## src/rtl/fwmem_pkg.sv

```systemverilog
package fwmem_pkg;

    typedef enum logic [3:0] {
        ST_IDLE,
        ST_ID,
        ST_ADDR,
        ST_SIZE,
        ST_WDATA,
        ST_TAR_IN,
        ST_SYNC,
        ST_RDATA,
        ST_TAR_OUT
    } fw_state_e;

    localparam logic [3:0] CODE_RD_START = 4'b1101;
    localparam logic [3:0] CODE_WR_START = 4'b1110;
    localparam logic [3:0] CODE_SYNC_WAIT = 4'b0101;
    localparam logic [3:0] CODE_SYNC_OK = 4'b0000;
    localparam logic [3:0] CODE_TAR = 4'b1111;

    localparam int ADDR_NIBS = 7;
    localparam int TAR_CYCLES = 2;
    localparam int BYTE_CNT_W = 8;
    localparam int WIN_W = 7;

endpackage

```

## src/rtl/fwmem_size_dec.sv

```systemverilog
module fwmem_size_dec
    import fwmem_pkg::*;
(
    input  logic [3:0]            code,
    input  logic                  is_write,
    output logic                  valid,
    output logic [BYTE_CNT_W-1:0] bytes,
    output logic [WIN_W-1:0]      mask
);

    always_comb begin
        valid = 1'b1;
        case (code)
            4'd0:    bytes = 8'd1;
            4'd1:    bytes = 8'd2;
            4'd2:    bytes = 8'd4;
            4'd4:    bytes = 8'd16;
            4'd7:    bytes = 8'd128;
            default: begin
                bytes = 8'd1;
                valid = 1'b0;
            end
        endcase
        // writes are limited to the three short sizes
        if (is_write && (bytes > 8'd4)) begin
            valid = 1'b0;
        end
        // a 128-byte window wraps to an all-ones 7-bit mask
        mask = bytes[WIN_W-1:0] - 7'd1;
    end

    always_comb begin
        assert_wr_size_limit_R5: assert (!(is_write && valid) || (bytes <= 8'd4));
        assert_size_onehot_R4: assert (!valid || $onehot(bytes));
    end

endmodule

```

## src/rtl/fwmem_addr_gen.sv

```systemverilog
module fwmem_addr_gen
    import fwmem_pkg::*;
#(
    parameter int ADDR_W = 21
) (
    input  logic              clk,
    input  logic              rst_n,
    input  logic              load,
    input  logic [ADDR_W-1:0] load_addr,
    input  logic [WIN_W-1:0]  load_mask,
    input  logic              step,
    output logic [ADDR_W-1:0] addr
);

    localparam int PAD_W = ADDR_W - WIN_W;

    logic [ADDR_W-1:0] addr_q;
    logic [ADDR_W-1:0] mask_q;
    logic [ADDR_W-1:0] mask_ext;

    assign mask_ext = {{PAD_W{1'b0}}, load_mask};
    assign addr = addr_q;

    always_ff @(posedge clk) begin
        if (!rst_n) begin
            addr_q <= '0;
            mask_q <= '0;
        end else if (load) begin
            addr_q <= load_addr;
            mask_q <= mask_ext;
        end else if (step) begin
            // increment inside the aligned window, keep the upper bits
            addr_q <= (addr_q & ~mask_q) | ((addr_q + 1'b1) & mask_q);
        end
    end

    assert_window_fixed_R8: assert property (@(posedge clk) disable iff (!rst_n)
        (step && !load) |=> ((addr_q & ~mask_q) == $past(addr_q & ~mask_q)));

endmodule

```

## src/rtl/fwmem_wr_status.sv

```systemverilog
module fwmem_wr_status (
    input  logic clk,
    input  logic rst_n,
    input  logic wr_pulse,
    input  logic busy_in,
    output logic idle_out
);

    logic pend_q;

    // covers the gap until the memory raises its busy flag
    always_ff @(posedge clk) begin
        if (!rst_n) begin
            pend_q <= 1'b0;
        end else begin
            pend_q <= wr_pulse;
        end
    end

    assign idle_out = !(wr_pulse || pend_q || busy_in);

    assert_idle_low_after_write_R10: assert property (@(posedge clk) disable iff (!rst_n)
        wr_pulse |=> !idle_out);

endmodule

```

## src/rtl/fwmem_target.sv

```systemverilog
module fwmem_target
    import fwmem_pkg::*;
#(
    parameter int ADDR_W = 21
) (
    input  logic              clk,
    input  logic              rst_n,
    input  logic              frame_n,
    input  logic [3:0]        lad_in,
    output logic [3:0]        lad_out,
    output logic              lad_oe,
    input  logic [3:0]        id_strap,
    output logic              mem_rd,
    output logic              mem_we,
    output logic [ADDR_W-1:0] mem_addr,
    output logic [7:0]        mem_wdata,
    input  logic [7:0]        mem_rdata,
    input  logic              mem_busy,
    output logic              write_idle
);

    localparam int CNT_W = 3;
    localparam logic [CNT_W-1:0] ADDR_LAST = CNT_W'(ADDR_NIBS - 1);
    localparam logic [CNT_W-1:0] TAR_LAST = CNT_W'(TAR_CYCLES - 1);

    fw_state_e             state_q;
    logic                  dir_wr_q;
    logic [CNT_W-1:0]      cnt_q;
    logic [ADDR_W-1:0]     addr_sr_q;
    logic [BYTE_CNT_W-1:0] bytes_left_q;
    logic                  hi_q;
    logic [3:0]            lo_q;
    logic [7:0]            byte_q;
    logic                  rd_pend_q;

    logic                  sz_ok;
    logic [BYTE_CNT_W-1:0] sz_bytes;
    logic [WIN_W-1:0]      sz_mask;
    logic                  addr_load;

    fwmem_size_dec u_size (
        .code     (lad_in),
        .is_write (dir_wr_q),
        .valid    (sz_ok),
        .bytes    (sz_bytes),
        .mask     (sz_mask)
    );

    assign addr_load = (state_q == ST_SIZE) && frame_n;

    fwmem_addr_gen #(.ADDR_W(ADDR_W)) u_addr (
        .clk       (clk),
        .rst_n     (rst_n),
        .load      (addr_load),
        .load_addr (addr_sr_q),
        .load_mask (sz_mask),
        .step      (mem_rd || mem_we),
        .addr      (mem_addr)
    );

    fwmem_wr_status u_wstat (
        .clk      (clk),
        .rst_n    (rst_n),
        .wr_pulse (mem_we),
        .busy_in  (mem_busy),
        .idle_out (write_idle)
    );

    // read data pipeline: a request issued this cycle lands in byte_q next cycle
    always_ff @(posedge clk) begin
        if (!rst_n) begin
            rd_pend_q <= 1'b0;
            byte_q    <= '0;
        end else begin
            rd_pend_q <= mem_rd;
            if (rd_pend_q) begin
                byte_q <= mem_rdata;
            end
        end
    end

    // state register and cycle counters
    always_ff @(posedge clk) begin
        if (!rst_n) begin
            state_q      <= ST_IDLE;
            dir_wr_q     <= 1'b0;
            cnt_q        <= '0;
            addr_sr_q    <= '0;
            bytes_left_q <= '0;
            hi_q         <= 1'b0;
            lo_q         <= '0;
        end else if (!frame_n) begin
            // frame low: new start code or abort
            if ((lad_in == CODE_RD_START) || (lad_in == CODE_WR_START)) begin
                state_q <= ST_ID;
            end else begin
                state_q <= ST_IDLE;
            end
            dir_wr_q <= (lad_in == CODE_WR_START);
            cnt_q    <= '0;
            hi_q     <= 1'b0;
        end else begin
            unique case (state_q)
                ST_IDLE: begin
                    cnt_q <= '0;
                end
                ST_ID: begin
                    cnt_q   <= '0;
                    state_q <= (lad_in == id_strap) ? ST_ADDR : ST_IDLE;
                end
                ST_ADDR: begin
                    addr_sr_q <= {addr_sr_q[ADDR_W-5:0], lad_in};
                    cnt_q     <= cnt_q + 1'b1;
                    if (cnt_q == ADDR_LAST) begin
                        state_q <= ST_SIZE;
                    end
                end
                ST_SIZE: begin
                    cnt_q <= '0;
                    hi_q  <= 1'b0;
                    if (!sz_ok) begin
                        state_q <= ST_IDLE;
                    end else begin
                        bytes_left_q <= sz_bytes;
                        state_q      <= dir_wr_q ? ST_WDATA : ST_TAR_IN;
                    end
                end
                ST_WDATA: begin
                    if (!hi_q) begin
                        lo_q <= lad_in;
                        hi_q <= 1'b1;
                    end else begin
                        hi_q         <= 1'b0;
                        bytes_left_q <= bytes_left_q - 1'b1;
                        if (bytes_left_q == 8'd1) begin
                            state_q <= ST_TAR_IN;
                        end
                    end
                end
                ST_TAR_IN: begin
                    cnt_q <= cnt_q + 1'b1;
                    if (cnt_q == TAR_LAST) begin
                        cnt_q   <= '0;
                        state_q <= ST_SYNC;
                    end
                end
                ST_SYNC: begin
                    cnt_q <= '0;
                    hi_q  <= 1'b0;
                    if (dir_wr_q) begin
                        state_q <= ST_TAR_OUT;
                    end else if (rd_pend_q) begin
                        state_q <= ST_RDATA;
                    end
                end
                ST_RDATA: begin
                    if (!hi_q) begin
                        hi_q <= 1'b1;
                    end else begin
                        hi_q         <= 1'b0;
                        bytes_left_q <= bytes_left_q - 1'b1;
                        if (bytes_left_q == 8'd1) begin
                            cnt_q   <= '0;
                            state_q <= ST_TAR_OUT;
                        end
                    end
                end
                ST_TAR_OUT: begin
                    cnt_q <= cnt_q + 1'b1;
                    if (cnt_q == TAR_LAST) begin
                        cnt_q   <= '0;
                        state_q <= ST_IDLE;
                    end
                end
                default: begin
                    state_q <= ST_IDLE;
                end
            endcase
        end
    end

    // outputs decoded from the state
    always_comb begin
        lad_oe    = 1'b0;
        lad_out   = CODE_TAR;
        mem_rd    = 1'b0;
        mem_we    = 1'b0;
        mem_wdata = {lad_in, lo_q};
        unique case (state_q)
            ST_WDATA: begin
                mem_we = hi_q && frame_n;
            end
            ST_SYNC: begin
                lad_oe = 1'b1;
                if (dir_wr_q || rd_pend_q) begin
                    lad_out = CODE_SYNC_OK;
                end else begin
                    lad_out = CODE_SYNC_WAIT;
                    mem_rd  = frame_n && write_idle;
                end
            end
            ST_RDATA: begin
                lad_oe  = 1'b1;
                lad_out = hi_q ? byte_q[7:4] : byte_q[3:0];
                // prefetch the next byte while the low nibble is on the bus
                mem_rd  = !hi_q && (bytes_left_q != 8'd1) && frame_n;
            end
            ST_TAR_OUT: begin
                lad_oe  = (cnt_q == '0);
                lad_out = CODE_TAR;
            end
            default: begin
                lad_oe = 1'b0;
            end
        endcase
    end

    assert_abort_releases_bus_R11: assert property (@(posedge clk) disable iff (!rst_n)
        !frame_n |=> (!lad_oe && !mem_we));

    assert_id_mismatch_idle_R2: assert property (@(posedge clk) disable iff (!rst_n)
        (state_q == ST_ID && frame_n && lad_in != id_strap) |=> (state_q == ST_IDLE));

    assert_no_fetch_when_busy_R9: assert property (@(posedge clk) disable iff (!rst_n)
        mem_rd |-> !mem_busy);

    assert_ready_then_data_R6: assert property (@(posedge clk) disable iff (!rst_n)
        (state_q == ST_SYNC && !dir_wr_q && lad_oe && lad_out == CODE_SYNC_OK && frame_n)
        |=> (state_q == ST_RDATA && lad_oe));

    assert_rd_wr_exclusive_R7: assert property (@(posedge clk) disable iff (!rst_n)
        !(mem_rd && mem_we));

    assert_released_in_turnaround_R6: assert property (@(posedge clk) disable iff (!rst_n)
        (state_q == ST_SIZE && frame_n && sz_ok && !dir_wr_q) |=> !lad_oe);

endmodule

```

## config.mk

```make
export PLATFORM = sky130hd
export DESIGN_NAME = fwmem_target
export DESIGN_NICKNAME = d
export VERILOG_FILES = /design/src/rtl/fwmem_pkg.sv /design/src/rtl/fwmem_size_dec.sv /design/src/rtl/fwmem_addr_gen.sv /design/src/rtl/fwmem_wr_status.sv /design/src/rtl/fwmem_target.sv
export SDC_FILE = /design/constraint.sdc
export NUM_CORES = 1
export LEC_CHECK = 0
export ABC_AREA = 1
export BUFFER_PORTS_ARGS = -buffer_cell sky130_fd_sc_hd__buf_2
export CAP_MARGIN = 10
export CORE_AREA = 2 2 77 108
export CTS_CLUSTER_DIAMETER = 150
export DETAILED_ROUTE_END_ITERATION = 12
export DIE_AREA = 0 0 79 110
export GPL_TIMING_DRIVEN = 0
export PLACE_DENSITY = 0.73
export SETUP_SLACK_MARGIN = 0.2
export SYNTH_ARGS = -nofsm -noshare
export SYNTH_HDL_FRONTEND = slang
export SYNTH_SLANG_ARGS = --single-unit
```

## constraint.sdc

```tcl
create_clock -name clk -period 2.15 [get_ports clk]
set_clock_uncertainty 0.05 [all_clocks]
set_input_delay 0.43 -clock clk [delete_from_list [all_inputs] [get_ports clk]]
set_output_delay 0.43 -clock clk [all_outputs]
set_load 0.1 [all_outputs]
```

==> results.yml <==
pwr:
  finalPower_w: 0.004901
  powerDensity_nw_per_um2: 931.5
  leakage_nw: 2.359
  irDropWorstVdd_uv: 526.6
grt:
  grt_max_degree: 14
  grt_pass1_wl_um: 18460
  globalRouteOverflowTotal: 0
  grt_pass1_vias: 4024
  antenna_found_initial: 0
  grt_usage_pct: 27.12
route:
  first_pass_iters: 4
  wirelength_um: 11500
  dr_total_vias: 4352
  drtIter0Drc: 234
  vias_per_cell: 5.346
  wire_per_inst_um: 14.12
  antenna_left: 0
  drc: 0
place:
  dp_cells: 779
  hpwl_um: 8076
  numPortBuffers: 54
  place_congestion: 0.9413
  pre_cts_slack_ns: -0.1450
sta:
  fmax_mhz: 506.0
  layout_setup_ws_ns: 0.1736
  tightest_slew_ns: 0.6326
  rsz0062_at_grt: "true"
  min_period_over_period_pct: 91.93
  setup_viol: 0
  fin_crit_ns: 1.976
  slew_violations: 0
  slew_headroom_pct: 57.83
  hold_violations: 0
yosys:
  ys_types: 30
  syn_avg_cell_area_sq_um: 6.664
  syn_nets: 653
  synth_area_sq_um: 4165
  synth_seq_cells: 80
  yosysSeqAreaShare_pct: 38.45
  syn_inst: 625
  ys_warn_count: 0
floorplanning:
  die_h_um: 110
  fp-row-count: 38
  io_pins: 57
  start_util_pct: 54.08
  dieArea_sq_um: 8690
  core_sq_um: 7702
  die_w_um: 79
min_path:
  hold_class: "primary input to register"
  worstHoldStart: "mem_rdata[7]"
layout:
  fin_cells: 814
  fin_nets: 738
  drive_above_1_share_pct: 24.37
  diodes: 0
  area_delta_synth_final_pct: 26.31
worst_setup_path:
  critPathCaptureType: "output pin"
  start_kind: "register"
  crit_arrival_ns: 1.50
  r2r_start: "state_q[0]$_SDFFE_PN0P_"
  crit_start: "state_q[2]$_SDFFE_PN0P_"
  worstPathRequired_ns: 1.67
  path_class: "register to output pin"
  cp_max_fo: 5
clocking:
  cts_inserted_buffers: 9
  clockBufferDepth: 2
  htree_num_levels: 3
  root_buffer: "clkbuf_8"
  cts_tree: "done"
  clk_pin_slew_ns: 0.08
  cts.sinks: 80
  hold_buffers: 0
  clk_latency_ns: 0.37
outcome:
  outcome: "complete, no violations"
flow_run:
  maxCapViolations: 0
## placed cells by master, fill, tap and decap left out, drive strengths merged
cell and count:
nand3 64, nor2 78, nand4 3, nor3 5, buf 92, bufinv 3
nand3b 1, o21bai 1, clkinvlp 2, ha 8, or2 6, a21oi 74
nand2 172, inv 49, xnor2 1, o21a 2, and3 1, o21ai 37
clkinv 1, xor2 8, o211ai 2, dfxtp 80, clkbuf 24
## path summary, 6_finish.rpt
check | endpoint | slack (ns) | depth (start not counted)
worst max-delay path | lad_out[3] | 0.17 | 6
worst min-delay path | byte_q[7]$_SDFFE_PN0P_ | 0.23 | 3
worst max register to register | state_q[0]$_SDFFE_PN0P_ | 0.35 | 13
worst min register to register | addr_sr_q[18]$_SDFFE_PN0P_ | 0.41 | 2
## metal layers
| layer | GRT usage [%] | wire, um | vias to the layer above |
|---|---|---|---|
| met1 | 31.26 | 4684 | 2006 |
| li1 | - | - | 2191 |
| met2 | 48.24 | 5939 | 128 |
| met3 | 3.990 | 455 | 27 |
| met5 | 0 | 0 | - |
| met4 | 14.53 | 417 | 0 |
## cell families after synthesis
| logic type | Yosys count | share of synthesized area [%] |
|---|---|---|
| adder cells (fa/ha/maj) | 8 | 2.403 |
| AO/OA/AOI/OAI | 116 | 14.24 |
| buffers and inverters | 82 | 8.711 |
| XOR/XNOR | 9 | 1.893 |
| AND/OR/NAND/NOR | 330 | 34.31 |
| flip-flops | 80 | 38.45 |
## synth_stat cells
cell      instances  area share (%)
nand2_1         166              15
dfxtp_1          80              38
a21oi_1          74             8.9
nor2_1           71             6.4
nand3_1          60             7.2
inv_1            41             3.7
o21ai_0          33             4.0
clkbuf_1         14             1.3
inv_2             9            0.81
buf_2             8            0.96
buf_4             8             1.4
ha_1              8             2.4
xor2_1            8             1.7
or2_2             6            0.90
nand2_2           5            0.75
nor2_2            5            0.75
nor3_1            5            0.60
o21ai_1           4            0.48
nand3_2           3            0.72
nand4_1           3            0.45
buf_6             2            0.54
nor2_4            2            0.54
o211ai_1          2            0.36
o21a_1            2            0.36
and3_1            1            0.15
nand2_4           1            0.27
nand3_4           1            0.42
nand3b_1          1            0.18
o21bai_1          1            0.18
xnor2_1           1            0.21
## state kept, by name, summed over array words and instances, names as in the netlist, named ones only
signal,count
byte_q,8
cnt_q,3
state_q,4
hi_q,1
bytes_left_q,8
addr_sr_q,21
dir_wr_q,1
u_wstat.pend_q,1
u_addr.addr,15
rd_pend_q,1
u_addr.mask_q,7
lo_q,4
## final cells by class
cell class,instances,area (sq um)
Fill cell,684,2441
Multi-Input combinational cell,463,2367
Sequential cell,80,1619
Timing Repair Buffer,74,519.2
Buffer,32,200.2
Inverter,50,196.4
Clock buffer,10,127.6
Tap cell,100,125.1
Clock inverter,5,106.4
## worst max-delay path, cell delays in order, from the launching register on
cell and delay (ns):
dfxtp_4 0.37, buf_4 0.15, nand2_8 0.07, nor2_4 0.15, buf_4 0.14, o21ai_2 0.07
buf_12 0.17
## repair_timing
action | in CTS | in global routing
pin swaps | 16 | 13
hold endpoints to repair | 0 | 0
setup buffers | 12 | 8
gates resized for setup | 55 | 31
endpoints found under the setup margin | 8 | 23
## stage by stage
| stage | cell area [sq um] | utilization [%] | hold slack (ns) | TNS [ns] |
|---|---|---|---|---|
| final | 5261 | 68.31 | 0.2293 | 0 |
| after global routing | 5261 | 68.31 | 0.2427 | 0 |
| after CTS | 5096 | 66.16 | 0.2247 | 0 |
| after detailed placement | 4592 | 59.62 | 0.4017 | -0.1450 |
| after global placement | 4592 | 59.62 | 0.3987 | -0.1297 |
| after floorplan | 4197 | - | 0.3861 | 0 |
## report_power, final
part	switching, W	total (W)	internal [W]
Clock	0.000568	0.00134	0.000767
Sequential	0.0000916	0.00167	0.00158
Combinational	0.00126	0.00190	0.000641
Total	0.00192	0.00490	0.00299
(Power assumes the default switching activity.)
